### src/rtl/ccr_pkg.sv
package ccr_pkg;
   localparam int NUM_CNT = 3;
   localparam int SRC_W   = 3;

   typedef logic [SRC_W-1:0] src_t;

   localparam src_t CLK_RSVD  = 3'd0;
   localparam src_t CLK_BASE  = 3'd1;
   localparam src_t CLK_NEIGH = 3'd6;
   localparam src_t CLK_EXT   = 3'd7;

   localparam src_t GATE_OPEN  = 3'd0;
   localparam src_t GATE_SHUT  = 3'd1;
   localparam src_t GATE_EXT   = 3'd2;
   localparam src_t GATE_NEIGH = 3'd3;

   function automatic int clk_neigh(input int n);
      return (n + NUM_CNT - 1) % NUM_CNT;
   endfunction

   function automatic int gate_neigh(input int n);
      return (n + NUM_CNT - 2) % NUM_CNT;
   endfunction
endpackage

### src/rtl/ccr_prescale.sv
module ccr_prescale #(
   parameter int DECADE = 10,
   parameter int STAGES = 4
) (
   input  logic            clk,
   input  logic            rst_n,
   output logic [STAGES:0] en_o
);
   localparam int DW = (DECADE > 1) ? $clog2(DECADE) : 1;
   localparam logic [DW-1:0] LAST = DW'(DECADE - 1);

   assign en_o[0] = 1'b1;

   for (genvar s = 0; s < STAGES; s++) begin : g_stage
      logic [DW-1:0] div_q;
      always_ff @(posedge clk) begin
         if (!rst_n) begin
            div_q <= '0;
         end else if (en_o[s]) begin
            div_q <= (div_q == LAST) ? '0 : div_q + 1'b1;
         end
      end
      assign en_o[s+1] = en_o[s] && (div_q == LAST);
   end
endmodule

### src/rtl/ccr_sync.sv
module ccr_sync #(
   parameter int STAGES = 2
) (
   input  logic clk,
   input  logic rst_n,
   input  logic d_i,
   output logic lvl_o,
   output logic rise_o
);
   logic [STAGES-1:0] pipe_q;
   logic              last_q;

   always_ff @(posedge clk) begin
      if (!rst_n) begin
         pipe_q <= '0;
         last_q <= 1'b0;
      end else begin
         pipe_q <= {pipe_q[STAGES-2:0], d_i};
         last_q <= pipe_q[STAGES-1];
      end
   end

   assign lvl_o  = pipe_q[STAGES-1];
   assign rise_o = pipe_q[STAGES-1] && !last_q;
endmodule

### src/rtl/ccr_cfg.sv
module ccr_cfg
   import ccr_pkg::*;
(
   input  logic                            clk,
   input  logic                            rst_n,
   input  logic                            cfg_we,
   input  logic                            cfg_sel,
   input  logic [7:0]                      cfg_data,
   output logic [NUM_CNT-1:0][SRC_W-1:0]   clk_sel_o,
   output logic [NUM_CNT-1:0][SRC_W-1:0]   gate_sel_o
);
   logic [1:0] idx;
   src_t       code;

   assign idx  = cfg_data[4:3];
   assign code = cfg_data[2:0];

   for (genvar k = 0; k < NUM_CNT; k++) begin : g_reg
      logic hit;
      assign hit = cfg_we && (idx == 2'(k));
      always_ff @(posedge clk) begin
         if (!rst_n) begin
            clk_sel_o[k]  <= CLK_RSVD;
            gate_sel_o[k] <= GATE_SHUT;
         end else if (hit) begin
            if (cfg_sel) gate_sel_o[k] <= code;
            else         clk_sel_o[k]  <= code;
         end
      end
   end
endmodule

### src/rtl/ccr_rate_gen.sv
module ccr_rate_gen #(
   parameter int CNT_W = 16
) (
   input  logic             clk,
   input  logic             rst_n,
   input  logic             load_i,
   input  logic [CNT_W-1:0] load_val_i,
   input  logic             tick_i,
   output logic [CNT_W-1:0] cnt_o,
   output logic [CNT_W-1:0] div_o,
   output logic             out_o
);
   localparam logic [CNT_W-1:0] ONE = CNT_W'(1);

   logic [CNT_W-1:0] cnt_q, div_q;

   always_ff @(posedge clk) begin
      if (!rst_n) begin
         cnt_q <= '0;
         div_q <= '0;
      end else if (load_i) begin
         cnt_q <= load_val_i;
         div_q <= load_val_i;
      end else if (tick_i) begin
         cnt_q <= (cnt_q == ONE) ? div_q : cnt_q - ONE;
      end
   end

   assign cnt_o = cnt_q;
   assign div_o = div_q;
   assign out_o = (cnt_q != ONE);
endmodule

### src/rtl/ctr_cascade_router.sv
module ctr_cascade_router
   import ccr_pkg::*;
#(
   parameter int CNT_W        = 16,
   parameter int DECADE       = 10,
   parameter int PRESC_STAGES = 4,
   parameter int SYNC_STAGES  = 2
) (
   input  logic             clk,
   input  logic             rst_n,
   input  logic             cfg_we,
   input  logic             cfg_sel,
   input  logic [7:0]       cfg_data,
   input  logic             div_we,
   input  logic [1:0]       div_idx,
   input  logic [CNT_W-1:0] div_val,
   input  logic             ext_clk,
   input  logic             ext_gate,
   output logic [2:0]       cnt_out
);
   localparam int LAST_PRESC_CODE = PRESC_STAGES + 1;

   if (CNT_W < 2) begin : g_bad_width
      $error("CNT_W must be at least 2");
   end
   if (PRESC_STAGES < 1 || PRESC_STAGES > 4) begin : g_bad_presc
      $error("PRESC_STAGES must lie in 1..4 to fit clock codes 1..5");
   end
   if (DECADE < 2) begin : g_bad_decade
      $error("DECADE must be at least 2");
   end
   if (SYNC_STAGES < 2) begin : g_bad_sync
      $error("SYNC_STAGES must be at least 2");
   end

   logic [PRESC_STAGES:0]               presc_en;
   logic [NUM_CNT-1:0][SRC_W-1:0]       clk_sel_q, gate_sel_q;
   logic [NUM_CNT-1:0][CNT_W-1:0]       cnt_vec, div_vec;
   logic [NUM_CNT-1:0]                  out_vec, out_d, nb_rise;
   logic [NUM_CNT-1:0]                  edge_vec, gate_vec, tick, load_vec;
   logic                                ext_clk_lvl, ext_clk_rise;
   logic                                ext_gate_lvl, ext_gate_rise;

   ccr_prescale #(.DECADE(DECADE), .STAGES(PRESC_STAGES)) u_presc (
      .clk(clk), .rst_n(rst_n), .en_o(presc_en)
   );

   ccr_sync #(.STAGES(SYNC_STAGES)) u_sync_clk (
      .clk(clk), .rst_n(rst_n), .d_i(ext_clk),
      .lvl_o(ext_clk_lvl), .rise_o(ext_clk_rise)
   );

   ccr_sync #(.STAGES(SYNC_STAGES)) u_sync_gate (
      .clk(clk), .rst_n(rst_n), .d_i(ext_gate),
      .lvl_o(ext_gate_lvl), .rise_o(ext_gate_rise)
   );

   ccr_cfg u_cfg (
      .clk(clk), .rst_n(rst_n), .cfg_we(cfg_we), .cfg_sel(cfg_sel),
      .cfg_data(cfg_data), .clk_sel_o(clk_sel_q), .gate_sel_o(gate_sel_q)
   );

   always_ff @(posedge clk) begin
      if (!rst_n) out_d <= '1;
      else        out_d <= out_vec;
   end
   assign nb_rise = out_vec & ~out_d;

   for (genvar k = 0; k < NUM_CNT; k++) begin : g_cnt
      localparam int CNB = clk_neigh(k);
      localparam int GNB = gate_neigh(k);

      always_comb begin
         edge_vec[k] = 1'b0;
         if (clk_sel_q[k] == CLK_NEIGH) begin
            edge_vec[k] = nb_rise[CNB];
         end else if (clk_sel_q[k] == CLK_EXT) begin
            edge_vec[k] = ext_clk_rise;
         end else begin
            for (int s = 0; s <= PRESC_STAGES; s++) begin
               if (int'(clk_sel_q[k]) == s + 1 && s + 1 <= LAST_PRESC_CODE)
                  edge_vec[k] = presc_en[s];
            end
         end
      end

      always_comb begin
         case (gate_sel_q[k])
            GATE_OPEN:  gate_vec[k] = 1'b1;
            GATE_EXT:   gate_vec[k] = ext_gate_lvl;
            GATE_NEIGH: gate_vec[k] = ~out_vec[GNB];
            default:    gate_vec[k] = 1'b0;
         endcase
      end

      assign tick[k]     = edge_vec[k] && gate_vec[k];
      assign load_vec[k] = div_we && (div_idx == 2'(k));

      ccr_rate_gen #(.CNT_W(CNT_W)) u_rg (
         .clk(clk), .rst_n(rst_n), .load_i(load_vec[k]),
         .load_val_i(div_val), .tick_i(tick[k]),
         .cnt_o(cnt_vec[k]), .div_o(div_vec[k]), .out_o(out_vec[k])
      );
   end

   assign cnt_out = out_vec;

   logic unused_ok;
   assign unused_ok = ^{ext_clk_lvl, ext_gate_rise};
endmodule

### config.mk
export PLATFORM = sky130hd
export DESIGN_NAME = ctr_cascade_router
export DESIGN_NICKNAME = d
export VERILOG_FILES = /design/src/rtl/ccr_pkg.sv /design/src/rtl/ccr_prescale.sv /design/src/rtl/ccr_sync.sv /design/src/rtl/ccr_cfg.sv /design/src/rtl/ccr_rate_gen.sv /design/src/rtl/ctr_cascade_router.sv
export SDC_FILE = /design/constraint.sdc
export NUM_CORES = 1
export LEC_CHECK = 0
export BUFFER_PORTS_ARGS = -buffer_cell sky130_fd_sc_hd__buf_2
export CAP_MARGIN = 20
export CORE_MARGIN = 10
export CORE_UTILIZATION = 28
export CTS_BUF_LIST = sky130_fd_sc_hd__clkbuf_4 sky130_fd_sc_hd__clkbuf_8
export CTS_CLUSTER_SIZE = 16
export DETAILED_ROUTE_END_ITERATION = 12
export PLACE_DENSITY = 0.47
export SLEW_MARGIN = 10
export SYNTH_ARGS = -nofsm -noshare
export SYNTH_HDL_FRONTEND = slang
export SYNTH_SLANG_ARGS = --single-unit
export TNS_END_PERCENT = 5
### constraint.sdc
create_clock -name clk -period 4.1 [get_ports clk]
set_input_delay 0.41 -clock clk [delete_from_list [all_inputs] [get_ports clk]]
set_output_delay 0.41 -clock clk [all_outputs]
set_load 0.005 [all_outputs]
==> out/qor.yml, run 1 <==
outcome:
  run_status: "completed"
synth:
  synth-seq-area-share_pct: 38.8
  synth_top_flop_cell: "sky130_fd_sc_hd__dfxtp_1"
  commonest_cells_in_the_synthesized_netlist: "sky130_fd_sc_hd__nand2_1, sky130_fd_sc_hd__dfxtp_1, sky130_fd_sc_hd__a21oi_1"
  synth.area.top_cells: "sky130_fd_sc_hd__dfxtp_1, sky130_fd_sc_hd__nand2_1, sky130_fd_sc_hd__a21oi_1"
  synth_most_common_cell: "sky130_fd_sc_hd__nand2_1"
  synth_enable_flop_cells: 0
  synthesis.nets: 952
  synthesis.area_per_instance_um2: 7.82
  yosys_warnings: 0
  async_reset_ff_share_pct: 0
  synth_seq_cells: 138
  yosysTopAreaCellShare_pct: 38.8
  post_synth_inst_count: 911
  yosys.cell_types.count: 69
  synth.largest_area_cell: "sky130_fd_sc_hd__dfxtp_1"
  synth.cell_area_mm2: 0.00713
cts:
  cts_hold_buffers: 0
  cts_tree: "yes"
  cts.path.max_buffers: 2
  clk_transition_reported_paths_ns: 0.09
  post_cts.resized_instances: 0
  clkLatencyLatePin_ns: 0.46
  cts-buffers-inserted: 17
  post_cts_buffers: 0
  cts.htree.levels: 4
  clk_root_buffer_cell: "sky130_fd_sc_hd__clkbuf_8"
  cts_num_sinks: 138
floorplanning:
  io-pin-count: 36
  placementRows: 58
  initial_core_utilization_pct: 28.4
  die_width_um: 180
  die_area_mm2: 0.0322
  die_h_um: 180
  core_mm2: 0.0251
sta:
  final_hold_viol_count: 0
  tightest_slew_ns: 0.963
  timing.setup.tns_ns: 0
  timing.clock.skew_ns: 0.0170
  holdWs_ns: 0.149
  finalCritPeriodShare_pct: 75.8
  timing.final.crit_period_ns: 3.11
  report.final.slew_viol_count: 0
  max_clk_rate_mhz: 322
  setup_viol: 0
  grt_setup_unrepaired: "no"
  slew_headroom_pct: 35.7
layout:
  multi_input_gate_area_mm2: 0.00405
  fin_area_mm2: 0.00798
  fraction_of_layout_instances_using_a_drive_strength_above_1_pct: 9.99
  area_added_between_synthesis_and_finish_pct: 12.0
  nets: 960
  area.sequential_mm2: 0.00276
  fillers: 2755
  postLayoutCoreUtil_pct: 31.8
  antenna_cells: 0
grt:
  antenna_violations_before_repair: 0
  grt_first_pass_wirelength_mm: 33.4
  largest_net_degree_at_the_start_of_global_routing: 61
  grt.overflow.total: 0
  globalRouteTotalUtil_pct: 12.6
  number_of_global_route_vias_before_repair: 6114
critical_path:
  crit_path_max_fanout: 31
  critical_path.cell_chain: "ha_1 -> nand3b_1 -> nor4_2 -> a221oi_1 -> or4_4 -> or3_1 -> a31oi_1"
  worst_r2r_endpoint: "g_cnt[1].u_rg.cnt_o[13]"
  worstRegToRegCells: 7
  critPathSlowestCell: "sky130_fd_sc_hd__or4_4"
  cp_num_buf_inv: 0
  worst-endpoint-arrival_ns: 3.49
  crit-reg2reg-launch: "u_presc.g_stage[0].div_q[0]"
  setup.reg_to_reg.worst_slack_ns: 0.99
  worst_setup_path_start_kind: "flop"
  critPathMaxStageDelay_ns: 0.74
  required_time_reported_for_the_critical_path_endpoint_ns: 4.48
  crit_type: "reg -> reg"
  worstSetupEndpointType: "flop"
  cpLargestDelayFamily: "simple AND/OR/NAND/NOR gates"
drt:
  route.vias.total: 6421
  routedWlPerCell_um: 16.3
  detail_route.iter0.violations: 343
  route.final.wire_length_mm: 20.6
  vias_per_cell: 5.09
  detail_route.drc_violations: 0
  antenna_left: 0
  drt_first_pass_iters: 4
placed_design:
  finalWeightedCongestion: 0.797
  place_hpwl_mm: 13.8
  dpl-instance-area_mm2: 0.00756
  numPortBuffers: 32
power:
  vdd_ir_drop_max_mv: 0.141
  p_leak_nw: 2.83
  post-layout-total-power_w: 0.00307
  cellPowerDensity_mw_per_mm2: 385
hold_path:
  hold-path-endpoint: "u_sync_gate.pipe_q[0]"
  timing.hold.worst.start: "ext_gate"
  type_of_the_tightest_min_delay_check: "in -> reg"
  hold_depth: 2
flow_run:
  maxCapViolCount: 0
[per-stage QoR]
| stage | setup WS, ns | cells |
|---|---|---|
| finish | 0.993 | 1261 |
| global route | 0.721 | 1261 |
| CTS | 0.997 | 1261 |
| detailed placement | 1.03 | 1230 |
| global placement | 1.03 | 1230 |
| floorplan | 1.65 | 911 |
[state kept, by name, summed over array words and instances, names as in the netlist]
signal	flops
u_cfg.clk_sel_o	9
u_cfg.gate_sel_o	9
g_cnt.u_rg.div_o	48
g_cnt.u_rg.cnt_o	48
u_presc.g_stage.div_q	16
out_d	3
u_sync_gate.pipe_q	2
u_sync_clk.last_q	1
u_sync_clk.pipe_q	2
[metal layers]
layer	vias up	share of wire (%)	track usage (%)	routed length, µm
met2	75	46	20.4	9450
met1	3070	50	16.5	10300
met4	0	1.8	4.37	362
met5	-	0	0	0
li1	3260	-	-	-
met3	16	2.4	2.13	491
[report_power, final]
group,switching [W],leakage [nW],internal (W)
sequential,0.0000514,1.12,0.00139
clock,0.000581,0.198,0.000620
combinational,0.000256,1.51,0.000171
[placed cells by master (no fill, tap or decap), types with 4 or more instances in the layout]
| master | synthesis | routed |
|---|---|---|
| sky130_fd_sc_hd__a211o_1 | 9 | 9 |
| sky130_fd_sc_hd__a211oi_1 | 4 | 4 |
| sky130_fd_sc_hd__a21oi_1 | 104 | 104 |
| sky130_fd_sc_hd__a31oi_1 | 29 | 29 |
| sky130_fd_sc_hd__and2_1 | 7 | 7 |
| sky130_fd_sc_hd__and3b_1 | 4 | 4 |
| sky130_fd_sc_hd__buf_2 | 2 | 32 |
| sky130_fd_sc_hd__buf_4 | 4 | 13 |
| sky130_fd_sc_hd__clkbuf_8 | 0 | 18 |
| sky130_fd_sc_hd__clkinvlp_4 | 0 | 4 |
| sky130_fd_sc_hd__dfxtp_1 | 138 | 138 |
| sky130_fd_sc_hd__ha_1 | 8 | 8 |
| sky130_fd_sc_hd__inv_1 | 19 | 19 |
| sky130_fd_sc_hd__mux2i_1 | 36 | 36 |
| sky130_fd_sc_hd__nand2_1 | 144 | 144 |
| sky130_fd_sc_hd__nand2b_1 | 13 | 13 |
| sky130_fd_sc_hd__nand3_1 | 22 | 22 |
| sky130_fd_sc_hd__nand3b_1 | 6 | 6 |
| sky130_fd_sc_hd__nand4_1 | 9 | 9 |
| sky130_fd_sc_hd__nand4b_1 | 5 | 5 |
| sky130_fd_sc_hd__nor2_1 | 77 | 77 |
| sky130_fd_sc_hd__nor2b_1 | 9 | 9 |
| sky130_fd_sc_hd__nor3_1 | 20 | 20 |
| sky130_fd_sc_hd__nor3b_1 | 8 | 7 |
| sky130_fd_sc_hd__nor4_1 | 11 | 11 |
| sky130_fd_sc_hd__o211ai_1 | 8 | 8 |
| sky130_fd_sc_hd__o21ai_0 | 59 | 59 |
| sky130_fd_sc_hd__o31a_1 | 4 | 4 |
| sky130_fd_sc_hd__o31ai_1 | 5 | 5 |
| sky130_fd_sc_hd__or2_2 | 4 | 4 |
| sky130_fd_sc_hd__or3_1 | 7 | 7 |
| sky130_fd_sc_hd__or4_1 | 7 | 7 |
| sky130_fd_sc_hd__xnor2_1 | 14 | 14 |
| sky130_fd_sc_hd__xor2_1 | 15 | 15 |
[area by class of cell]
class	count	share of cell area, %
timing repair buffer	45	3.23
tap	330	5.17
clock inverter	13	2.12
inverter	20	0.941
clock buffer	18	3.10
multi-input combinational	697	50.8
sequential	138	34.6
[how the worst max path moves through the flow]
stage / cells past startpoint / slack (ns) / from / end
final: 7 / 0.99 / u_presc.g_stage[0].div_q[0] / g_cnt[1].u_rg.cnt_o[13]
after CTS: 7 / 1.0 / u_presc.g_stage[0].div_q[0] / g_cnt[1].u_rg.cnt_o[11]
after global routing: 7 / 0.72 / u_presc.g_stage[0].div_q[0] / g_cnt[1].u_rg.cnt_o[13]
after global placement: 7 / 1.03 / u_presc.g_stage[0].div_q[0] / g_cnt[1].u_rg.cnt_o[13]
after detailed placement: 7 / 1.03 / u_presc.g_stage[0].div_q[0] / g_cnt[1].u_rg.cnt_o[11]
after floorplan: 8 / 1.65 / u_presc.g_stage[0].div_q[0] / g_cnt[1].u_rg.cnt_o[0]
[cells by family (layout without fill, tap and decap cells)]
group                      count (synthesis)  in the layout  synth area share, %
and+or+nand+nor                          373            373                 25.8
AOI/OAI and AO/OA                        250            250                 20.8
DFF                                      138            138                 38.8
buffers and inverters                     76             96                 4.46
muxes                                     37             37                 5.22
xor gates and xnor gates                  29             29                 3.56
adders and majority gates                  8              8                 1.40
Note: power is estimated with default switching activity, not from simulation.
==> run 2: changes to the inputs <==
--- a/config.mk
+++ b/config.mk
@@ -5,6 +5,7 @@
 export SDC_FILE = /design/constraint.sdc
 export NUM_CORES = 1
 export LEC_CHECK = 0
+export ABC_AREA = 1
 export BUFFER_PORTS_ARGS = -buffer_cell sky130_fd_sc_hd__buf_2
 export CAP_MARGIN = 20
 export CORE_MARGIN = 10
==> constraint.sdc (replaced) <==
create_clock -name clk -period 2.95 [get_ports clk]
set_input_delay 0.295 -clock clk [delete_from_list [all_inputs] [get_ports clk]]
set_output_delay 0.295 -clock clk [all_outputs]
set_load 0.005 [all_outputs]
==> run 2 against run 1 <==
  * Combinational power is 150% higher
  * Sequential share of layout area shrank 1.2 points
  * Clock skew is 0.0076 ns higher
  * Final cell count increased by 16%
  * Via count up 7.2%
  * First-iteration DRC count up 13%
  * Sequential cell count unchanged
  * Sequential power rose by 40%
  * Critical path depth is 8 higher
  * Wire length grew 0.51%
  * Global-route usage down 0.063 points
  * Count of clock-buffer cells in the layout shrank 1
==> out/qor.yml, run 2 <==
layout:
  multi_input_gate_area_mm2: 0.00401  # was 0.00405 mm²
  fraction_of_layout_instances_using_a_drive_strength_above_1_pct: 12.7  # was 9.99%
  nets: 1160  # was 960
  fillers: 2856  # was 2755
  instances_no_fill: 1467  # was 1261
  layout.cells.most_common: "sky130_fd_sc_hd__nand2_1"  # unchanged
  area_added_between_synthesis_and_finish_pct: 12.4  # was 12.0%
  area.sequential_mm2: 0.00276  # unchanged
  antenna_cells: 0  # unchanged
  fin_area_mm2: 0.00826  # was 0.00798 mm²
  layout.cells.most_common_list: "sky130_fd_sc_hd__nand2_1, sky130_fd_sc_hd__dfxtp_1, sky130_fd_sc_hd__a21oi_1, sky130_fd_sc_hd__nand3_1, sky130_fd_sc_hd__inv_1"  # was sky130_fd_sc_hd__nand2_1, sky130_fd_sc_hd__dfxtp_1, sky130_fd_sc_hd__a21oi_1, sky130_fd_sc_hd__nor2_1, sky130_fd_sc_hd__o21ai_0
  postLayoutCoreUtil_pct: 31.9  # was 31.8%
critical_path:
  cp_num_buf_inv: 2  # was 0
  critPathMaxStageDelay_ns: 0.34  # was 0.74 ns
  worst_r2r_endpoint: "g_cnt[0].u_rg.cnt_o[15]"  # was g_cnt[1].u_rg.cnt_o[13]
  critical_path.cell_chain: "inv_1 -> ha_1 -> inv_1 -> nor2_1 -> nand2_1 -> nor2_1 -> nand2_2 -> nand2_1 -> nand2_1 -> nand3_1 -> nand2_2 -> nand2_4 -> nand2_4 -> nand2_1 -> a21oi_1"  # was ha_1 -> nand3b_1 -> nor4_2 -> a221oi_1 -> or4_4 -> or3_1 -> a31oi_1
  timing.critical_path.from: "g_cnt[2].u_rg.cnt_o[1]"  # was u_presc.g_stage[0].div_q[0]
  timing.critical_path.to: "g_cnt[0].u_rg.cnt_o[15]"  # was g_cnt[1].u_rg.cnt_o[13]
  crit-reg2reg-launch: "g_cnt[2].u_rg.cnt_o[1]"  # was u_presc.g_stage[0].div_q[0]
  critPathSlowestCell: "sky130_fd_sc_hd__dfxtp_1"  # was sky130_fd_sc_hd__or4_4
  worst-path-stages: 15  # was 7
  worstSetupEndpointType: "flop"  # unchanged
  setup.reg_to_reg.worst_slack_ns: 0.65  # was 0.99 ns
  crit_type: "reg -> reg"  # unchanged
  worst_setup_path_start_kind: "flop"  # unchanged
  crit_path_max_fanout: 17  # was 31
  cpLargestDelayFamily: "simple AND/OR/NAND/NOR gates"  # unchanged
  required_time_reported_for_the_critical_path_endpoint_ns: 3.27  # was 4.48 ns
  worst-endpoint-arrival_ns: 2.62  # was 3.49 ns
  crit_top_cell: "sky130_fd_sc_hd__nand2_1"
  worstRegToRegCells: 15  # was 7
synth:
  post_synth_inst_count: 1100  # was 911
  synth.area.top_cells: "sky130_fd_sc_hd__dfxtp_1, sky130_fd_sc_hd__nand2_1, sky130_fd_sc_hd__a21oi_1"  # unchanged
  synth_enable_flop_cells: 0  # unchanged
  synth_most_common_cell: "sky130_fd_sc_hd__nand2_1"  # unchanged
  yosys.cell_types.count: 44  # was 69
  synth_top_flop_cell: "sky130_fd_sc_hd__dfxtp_1"  # unchanged
  synth-seq-area-share_pct: 37.6  # was 38.8%
  synthesis.area_per_instance_um2: 6.68  # was 7.82 µm²
  async_reset_ff_share_pct: 0  # unchanged
  synth.cell_area_mm2: 0.00735  # was 0.00713 mm²
  synth.largest_area_cell: "sky130_fd_sc_hd__dfxtp_1"  # unchanged
  yosysTopAreaCellShare_pct: 37.6  # was 38.8%
  commonest_cells_in_the_synthesized_netlist: "sky130_fd_sc_hd__nand2_1, sky130_fd_sc_hd__dfxtp_1, sky130_fd_sc_hd__a21oi_1"  # unchanged
  yosys_warnings: 0  # unchanged
  synth_seq_cells: 138  # unchanged
  synthesis.nets: 1141  # was 952
floorplanning:
  die_h_um: 182  # was 180 µm
  io-pin-count: 36  # unchanged
  die_width_um: 182  # was 180 µm
  initial_core_utilization_pct: 28.4  # about the same
  die_area_mm2: 0.0331  # was 0.0322 mm²
  placementRows: 59  # was 58
  core_mm2: 0.0259  # was 0.0251 mm²
placed_design:
  place_hpwl_mm: 14.6  # was 13.8 mm
  finalWeightedCongestion: 0.794  # was 0.797
  dpl-instance-area_mm2: 0.00781  # was 0.00756 mm²
  numPortBuffers: 32  # unchanged
  placedCellCount: 1433  # was 1230
  placement.setup.worst_slack_ns: 0.686  # was 1.03 ns
grt:
  globalRouteTotalUtil_pct: 12.5  # was 12.6%
  number_of_global_route_vias_before_repair: 6444  # was 6114
  grt_first_pass_wirelength_mm: 34.1  # was 33.4 mm
  antenna_violations_before_repair: 0  # unchanged
  grt.overflow.total: 0  # unchanged
  largest_net_degree_at_the_start_of_global_routing: 44  # was 61
sta:
  slew_headroom_pct: 53.3  # was 35.7%
  max_clk_rate_mhz: 435  # was 322 MHz
  fin_ws_ns: 0.651  # was 0.993 ns
  report.final.slew_viol_count: 0  # unchanged
  grt_setup_unrepaired: "no"  # unchanged
  timing.final.crit_period_ns: 2.30  # was 3.11 ns
  setup_viol: 0  # unchanged
  timing.clock.skew_ns: 0.0246  # was 0.0170 ns
  finalCritPeriodShare_pct: 77.9  # was 75.8%
  final_hold_viol_count: 0  # unchanged
  timing.setup.tns_ns: 0  # unchanged
  tightest_slew_ns: 0.701  # was 0.963 ns
cts:
  clk_transition_reported_paths_ns: 0.10  # was 0.09 ns
  cts_tree: "yes"  # unchanged
  clk_root_buffer_cell: "sky130_fd_sc_hd__clkbuf_8"  # unchanged
  cts.path.max_buffers: 2  # unchanged
  post_cts_buffers: 0  # unchanged
  cts.htree.levels: 4  # unchanged
  clkLatencyLatePin_ns: 0.48  # was 0.46 ns
  cts_num_sinks: 138  # unchanged
  cts-buffers-inserted: 17  # unchanged
drt:
  routedWlPerCell_um: 14.1  # was 16.3 µm
  drt_first_pass_iters: 5  # was 4
  route.vias.total: 6881  # was 6421
  detail_route.drc_violations: 0  # unchanged
  antenna_left: 0  # unchanged
  vias_per_cell: 4.69  # was 5.09
  detail_route.iter0.violations: 388  # was 343
  route.final.wire_length_mm: 20.7  # was 20.6 mm
power:
  vdd_ir_drop_max_mv: 0.211  # was 0.141 mV
  p_leak_nw: 3.38  # was 2.83 nW
  cellPowerDensity_mw_per_mm2: 570  # was 385 mW/mm²
hold_path:
  type_of_the_tightest_min_delay_check: "in -> reg"  # unchanged
  timing.hold.worst.start: "cfg_sel"  # was ext_gate
outcome:
  run_status: "completed"  # unchanged
flow_run:
  maxCapViolCount: 0  # unchanged
-- run 2: layer usage --
metal | wire [µm] | global-route usage, % | vias to the layer above
met5 | 0 | 0 | -
met4 | 229 | 3.03 | 0
met3 | 562 | 2.31 | 22
met2 | 8920 | 19.0 | 92
met1 | 11000 | 17.7 | 3144
li1 | - | - | 3623
-- run 2: logic make-up (layout without fill, tap and decap cells) --
family,count (synthesis),in the layout,share of synthesized area [%]
buf+inv,139,171,7.90
flops,138,138,37.6
xor+xnor,15,15,1.79
compound gates,222,222,16.9
fa+ha+maj,8,8,1.36
simple gates,578,578,34.5
-- run 2: power breakdown --
group | leakage, nW | switching [W] | total, W | internal (W)
logic | 2.05 | 0.000675 | 0.00106 | 0.000382
clock network | 0.212 | 0.000985 | 0.00164 | 0.000660
registers | 1.12 | 0.0000670 | 0.00201 | 0.00194
total | 3.38 | 0.00173 | 0.00471 | 0.00299
-- run 2: per-stage QoR --
step / total power [W] / hold slack (ns)
6_report: 0.00471 / 0.111
5_1_grt: 0.00502 / 0.107
4_1_cts: 0.00477 / 0.0867
3_5_place_dp: 0.00311 / 0.407
3_3_place_gp: 0.00312 / 0.394
2_1_floorplan: 0.00285 / 0.390
-- run 2: repair_timing --
action,4_1_cts,5_1_grt
endpoints found under the hold margin,2,0
hold buffers,2,0
gates resized for setup,0,0
-- run 2: layout make-up --
class	count	area share [%]
sequential	138	33.4
timing repair buffer	44	3.39
multi-input combinational	823	48.6
inverter	95	4.35
clock buffer	17	2.83
clock inverter	15	2.35
tap	335	5.07
-- run 2: worst reg2reg max path, cell delays in order, from the launching register on --
cell and delay [ns]:
sky130_fd_sc_hd__dfxtp_1 0.34, sky130_fd_sc_hd__inv_1 0.07, sky130_fd_sc_hd__ha_1 0.14, sky130_fd_sc_hd__inv_1 0.04
sky130_fd_sc_hd__nor2_1 0.16, sky130_fd_sc_hd__nand2_1 0.08, sky130_fd_sc_hd__nor2_1 0.12, sky130_fd_sc_hd__nand2_2 0.18
sky130_fd_sc_hd__nand2_1 0.12, sky130_fd_sc_hd__nand2_1 0.05, sky130_fd_sc_hd__nand3_1 0.07, sky130_fd_sc_hd__nand2_2 0.08
sky130_fd_sc_hd__nand2_4 0.24, sky130_fd_sc_hd__nand2_4 0.26, sky130_fd_sc_hd__nand2_1 0.12, sky130_fd_sc_hd__a21oi_1 0.06
-- run 2: how the worst min path moves through the flow --
stage / endpoint / cells after the start / slack (ns)
final: u_cfg.gate_sel_o[3] / 3 / 0.11
after global routing: u_cfg.gate_sel_o[3] / 3 / 0.11
after CTS: u_cfg.gate_sel_o[3] / 3 / 0.09
after detailed placement: u_sync_gate.pipe_q[1] / 2 / 0.41
after global placement: u_sync_gate.pipe_q[1] / 2 / 0.39
after floorplan: u_sync_clk.pipe_q[1] / 2 / 0.39
==> run 3: changes to the inputs <==
==> constraint.sdc (replaced) <==
create_clock -name clk -period 2.4 [get_ports clk]
set_input_delay 0.24 -clock clk [delete_from_list [all_inputs] [get_ports clk]]
set_output_delay 0.24 -clock clk [all_outputs]
set_load 0.005 [all_outputs]
==> run 3 against run 2 <==
  * Power is 21% higher
  * Critical endpoint is now g_cnt[1].u_rg.cnt_o[9]
  * Register-to-register slack worse by 0.37 ns
  * Worst setup slack worse by 0.37 ns
  * Utilization is 0.11 points higher
  * Hold slack worse by 0.046 ns
  * First-iteration DRC count grew 24%
  * Cell area is 0.35% higher
  * Via count grew 0.87%
  * Sequential share of layout area decreased by 0.12 points
==> out/qor.yml, run 3 (synthesized netlist as in run 2, its figures left out) <==
critical_path:
  crit_path_max_fanout: 10  # was 17
  setup.reg_to_reg.worst_slack_ns: 0.28  # was 0.65 ns
  required_time_reported_for_the_critical_path_endpoint_ns: 2.73  # was 3.27 ns
  crit_type: "reg -> reg"  # unchanged
  crit-reg2reg-launch: "u_presc.g_stage[0].div_q[0]"  # was g_cnt[2].u_rg.cnt_o[1]
  worst-endpoint-arrival_ns: 2.45  # was 2.62 ns
  worstSetupEndpointType: "flop"  # unchanged
  worst_setup_path_start_kind: "flop"  # unchanged
  timing.critical_path.from: "u_presc.g_stage[0].div_q[0]"  # was g_cnt[2].u_rg.cnt_o[1]
  worstRegToRegCells: 11  # was 15
placed_design:
  placedCellCount: 1443  # was 1433
  dpl-instance-area_mm2: 0.00788  # was 0.00781 mm²
  finalWeightedCongestion: 0.816  # was 0.794
  numPortBuffers: 32  # unchanged
  place_hpwl_mm: 14.8  # was 14.6 mm
sta:
  holdWs_ns: 0.0651  # was 0.111 ns
  setup_viol: 0  # unchanged
  grt_setup_unrepaired: "no"  # unchanged
  timing.setup.tns_ns: 0  # unchanged
  slew_headroom_pct: 54.5  # was 53.3%
  max_clk_rate_mhz: 472  # was 435 MHz
  timing.clock.skew_ns: 0.0197  # was 0.0246 ns
  tightest_slew_ns: 0.681  # was 0.701 ns
  final_hold_viol_count: 0  # unchanged
  timing.final.crit_period_ns: 2.12  # was 2.30 ns
  report.final.slew_viol_count: 0  # unchanged
  finalCritPeriodShare_pct: 88.3  # was 77.9%
grt:
  grt.overflow.total: 0  # unchanged
  antenna_violations_before_repair: 0  # unchanged
  grt_first_pass_wirelength_mm: 34.4  # was 34.1 mm
  globalRouteTotalUtil_pct: 12.6  # was 12.5%
  number_of_global_route_vias_before_repair: 6542  # was 6444
  largest_net_degree_at_the_start_of_global_routing: 44  # unchanged
layout:
  fraction_of_layout_instances_using_a_drive_strength_above_1_pct: 13.5  # was 12.7%
  fin_area_mm2: 0.00829  # was 0.00826 mm²
  layout.cells.most_common_list: "sky130_fd_sc_hd__nand2_1, sky130_fd_sc_hd__dfxtp_1, sky130_fd_sc_hd__a21oi_1, sky130_fd_sc_hd__nand3_1, sky130_fd_sc_hd__inv_1"  # unchanged
  instances_no_fill: 1477  # was 1467
  area_added_between_synthesis_and_finish_pct: 12.8  # was 12.4%
  nets: 1170  # was 1160
  fillers: 2882  # was 2856
  antenna_cells: 0  # unchanged
  layout.cells.most_common: "sky130_fd_sc_hd__nand2_1"  # unchanged
floorplanning:
  die_h_um: 182  # unchanged
  die_area_mm2: 0.0331  # unchanged
  initial_core_utilization_pct: 28.4  # unchanged
  placementRows: 59  # unchanged
  io-pin-count: 36  # unchanged
  core_mm2: 0.0259  # unchanged
  die_width_um: 182  # unchanged
cts:
  cts_num_sinks: 138  # unchanged
  cts_tree: "yes"  # unchanged
  cts-buffers-inserted: 17  # unchanged
  clk_root_buffer_cell: "sky130_fd_sc_hd__clkbuf_8"  # unchanged
  clkLatencyLatePin_ns: 0.47  # was 0.48 ns
  cts.path.max_buffers: 2  # unchanged
  cts.htree.levels: 4  # unchanged
  clk_transition_reported_paths_ns: 0.11  # was 0.10 ns
hold_path:
  type_of_the_tightest_min_delay_check: "in -> reg"  # unchanged
  timing.hold.worst.start: "cfg_sel"  # unchanged
  hold_depth: 3  # unchanged
power:
  power.share.combinational_pct: 23.0  # was 22.4%
  power.net_switching_w: 0.00204  # was 0.00173 W
  p_leak_nw: 3.40  # was 3.38 nW
  switching_share_pct: 35.9  # was 36.7%
  post-layout-total-power_w: 0.00569  # was 0.00471 W
  power_report.internal_total_w: 0.00365  # was 0.00299 W
  share_seq_of_total_power_pct: 43.5  # was 42.7%
  vdd_ir_drop_max_mv: 0.249  # was 0.211 mV
  power_frac_clock_pct: 33.6  # was 34.9%
  cellPowerDensity_mw_per_mm2: 686  # was 570 mW/mm²
drt:
  route.vias.total: 6941  # was 6881
  antenna_left: 0  # unchanged
  route.final.wire_length_mm: 20.8  # was 20.7 mm
  drt_first_pass_iters: 5  # unchanged
  routedWlPerCell_um: 14.1  # about the same
  detail_route.iter0.violations: 480  # was 388
  vias_per_cell: 4.70  # was 4.69
  detail_route.drc_violations: 0  # unchanged
outcome:
  run_status: "completed"  # unchanged
flow_run:
  maxCapViolCount: 0  # unchanged
-- run 3: cell count changes in the layout (fill, tap and decap cells not counted) --
cell                         before  now
sky130_fd_sc_hd__buf_4            8   19
sky130_fd_sc_hd__clkinv_8         7    1
sky130_fd_sc_hd__clkinv_4         1    3
sky130_fd_sc_hd__clkinvlp_4       0    2
sky130_fd_sc_hd__inv_8            4    6
sky130_fd_sc_hd__buf_12           2    1
sky130_fd_sc_hd__nand2_4          5    4
sky130_fd_sc_hd__nand2_8          0    1
-- run 3: path summary, 6_finish.rpt --
check,endpoint
min reg2reg,u_sync_gate.pipe_q[1]
min,u_cfg.gate_sel_o[3]
max reg2reg,g_cnt[1].u_rg.cnt_o[9]
max,g_cnt[1].u_rg.cnt_o[9]
-- run 3: critical path: stages, from the launching register on --
cell and delay [ns]:
sky130_fd_sc_hd__dfxtp_1 0.39, sky130_fd_sc_hd__ha_1 0.22, sky130_fd_sc_hd__nand2_2 0.08, sky130_fd_sc_hd__nor2_4 0.19
sky130_fd_sc_hd__nand3_4 0.15, sky130_fd_sc_hd__nor2_4 0.13, sky130_fd_sc_hd__nand2_2 0.08, sky130_fd_sc_hd__a21oi_4 0.15
sky130_fd_sc_hd__nand3_4 0.18, sky130_fd_sc_hd__buf_4 0.24, sky130_fd_sc_hd__nand3_1 0.10, sky130_fd_sc_hd__a21oi_2 0.07
-- run 3: what timing repair did --
item	CTS	global route
setup endpoints to repair	0	1
hold buffers	2	0
setup buffers	0	0
resized for setup	0	1
endpoints found under the hold margin	2	0
-- run 3: cell type report --
class / count / area (µm²) / area share (%)
Multi-Input combinational cell: 823 / 4020 / 48.5
Inverter: 95 / 359 / 4.33
Timing Repair Buffer: 54 / 343 / 4.14
Clock buffer: 17 / 234 / 2.82
Clock inverter: 15 / 151 / 1.83
Sequential cell: 138 / 2760 / 33.3
Tap cell: 335 / 419 / 5.06
-- run 3: layer usage --
metal	share of wire, %	up-vias	routed length, µm	global-route usage [%]
li1	-	3647	-	-
met1	52	3200	10900	17.5
met2	44	80	9100	19.5
met3	3.0	14	630	2.37
met4	0.96	0	199	3.16
met5	0	-	0	0
-- run 3: power groups by stage --
| stage | logic, W | registers (W) | clock network (W) |
|---|---|---|---|
| after floorplan | 0.00101 | 0.00250 | 0 |
| after detailed placement | 0.00131 | 0.00253 | 0 |
| after CTS | 0.00132 | 0.00247 | 0.00197 |
| after global placement | 0.00131 | 0.00253 | 0 |
| final | 0.00131 | 0.00247 | 0.00191 |
| after global routing | 0.00152 | 0.00249 | 0.00206 |
-- run 3: per-stage QoR --
| step | worst slack [ns] | util (%) |
|---|---|---|
| after floorplan | 0.637 | - |
| after global placement | 0.353 | 30.4 |
| after detailed placement | 0.317 | 30.4 |
| after CTS | 0.248 | 32.0 |
| after global routing | 0.0399 | 32.0 |
| final | 0.280 | 32.0 |
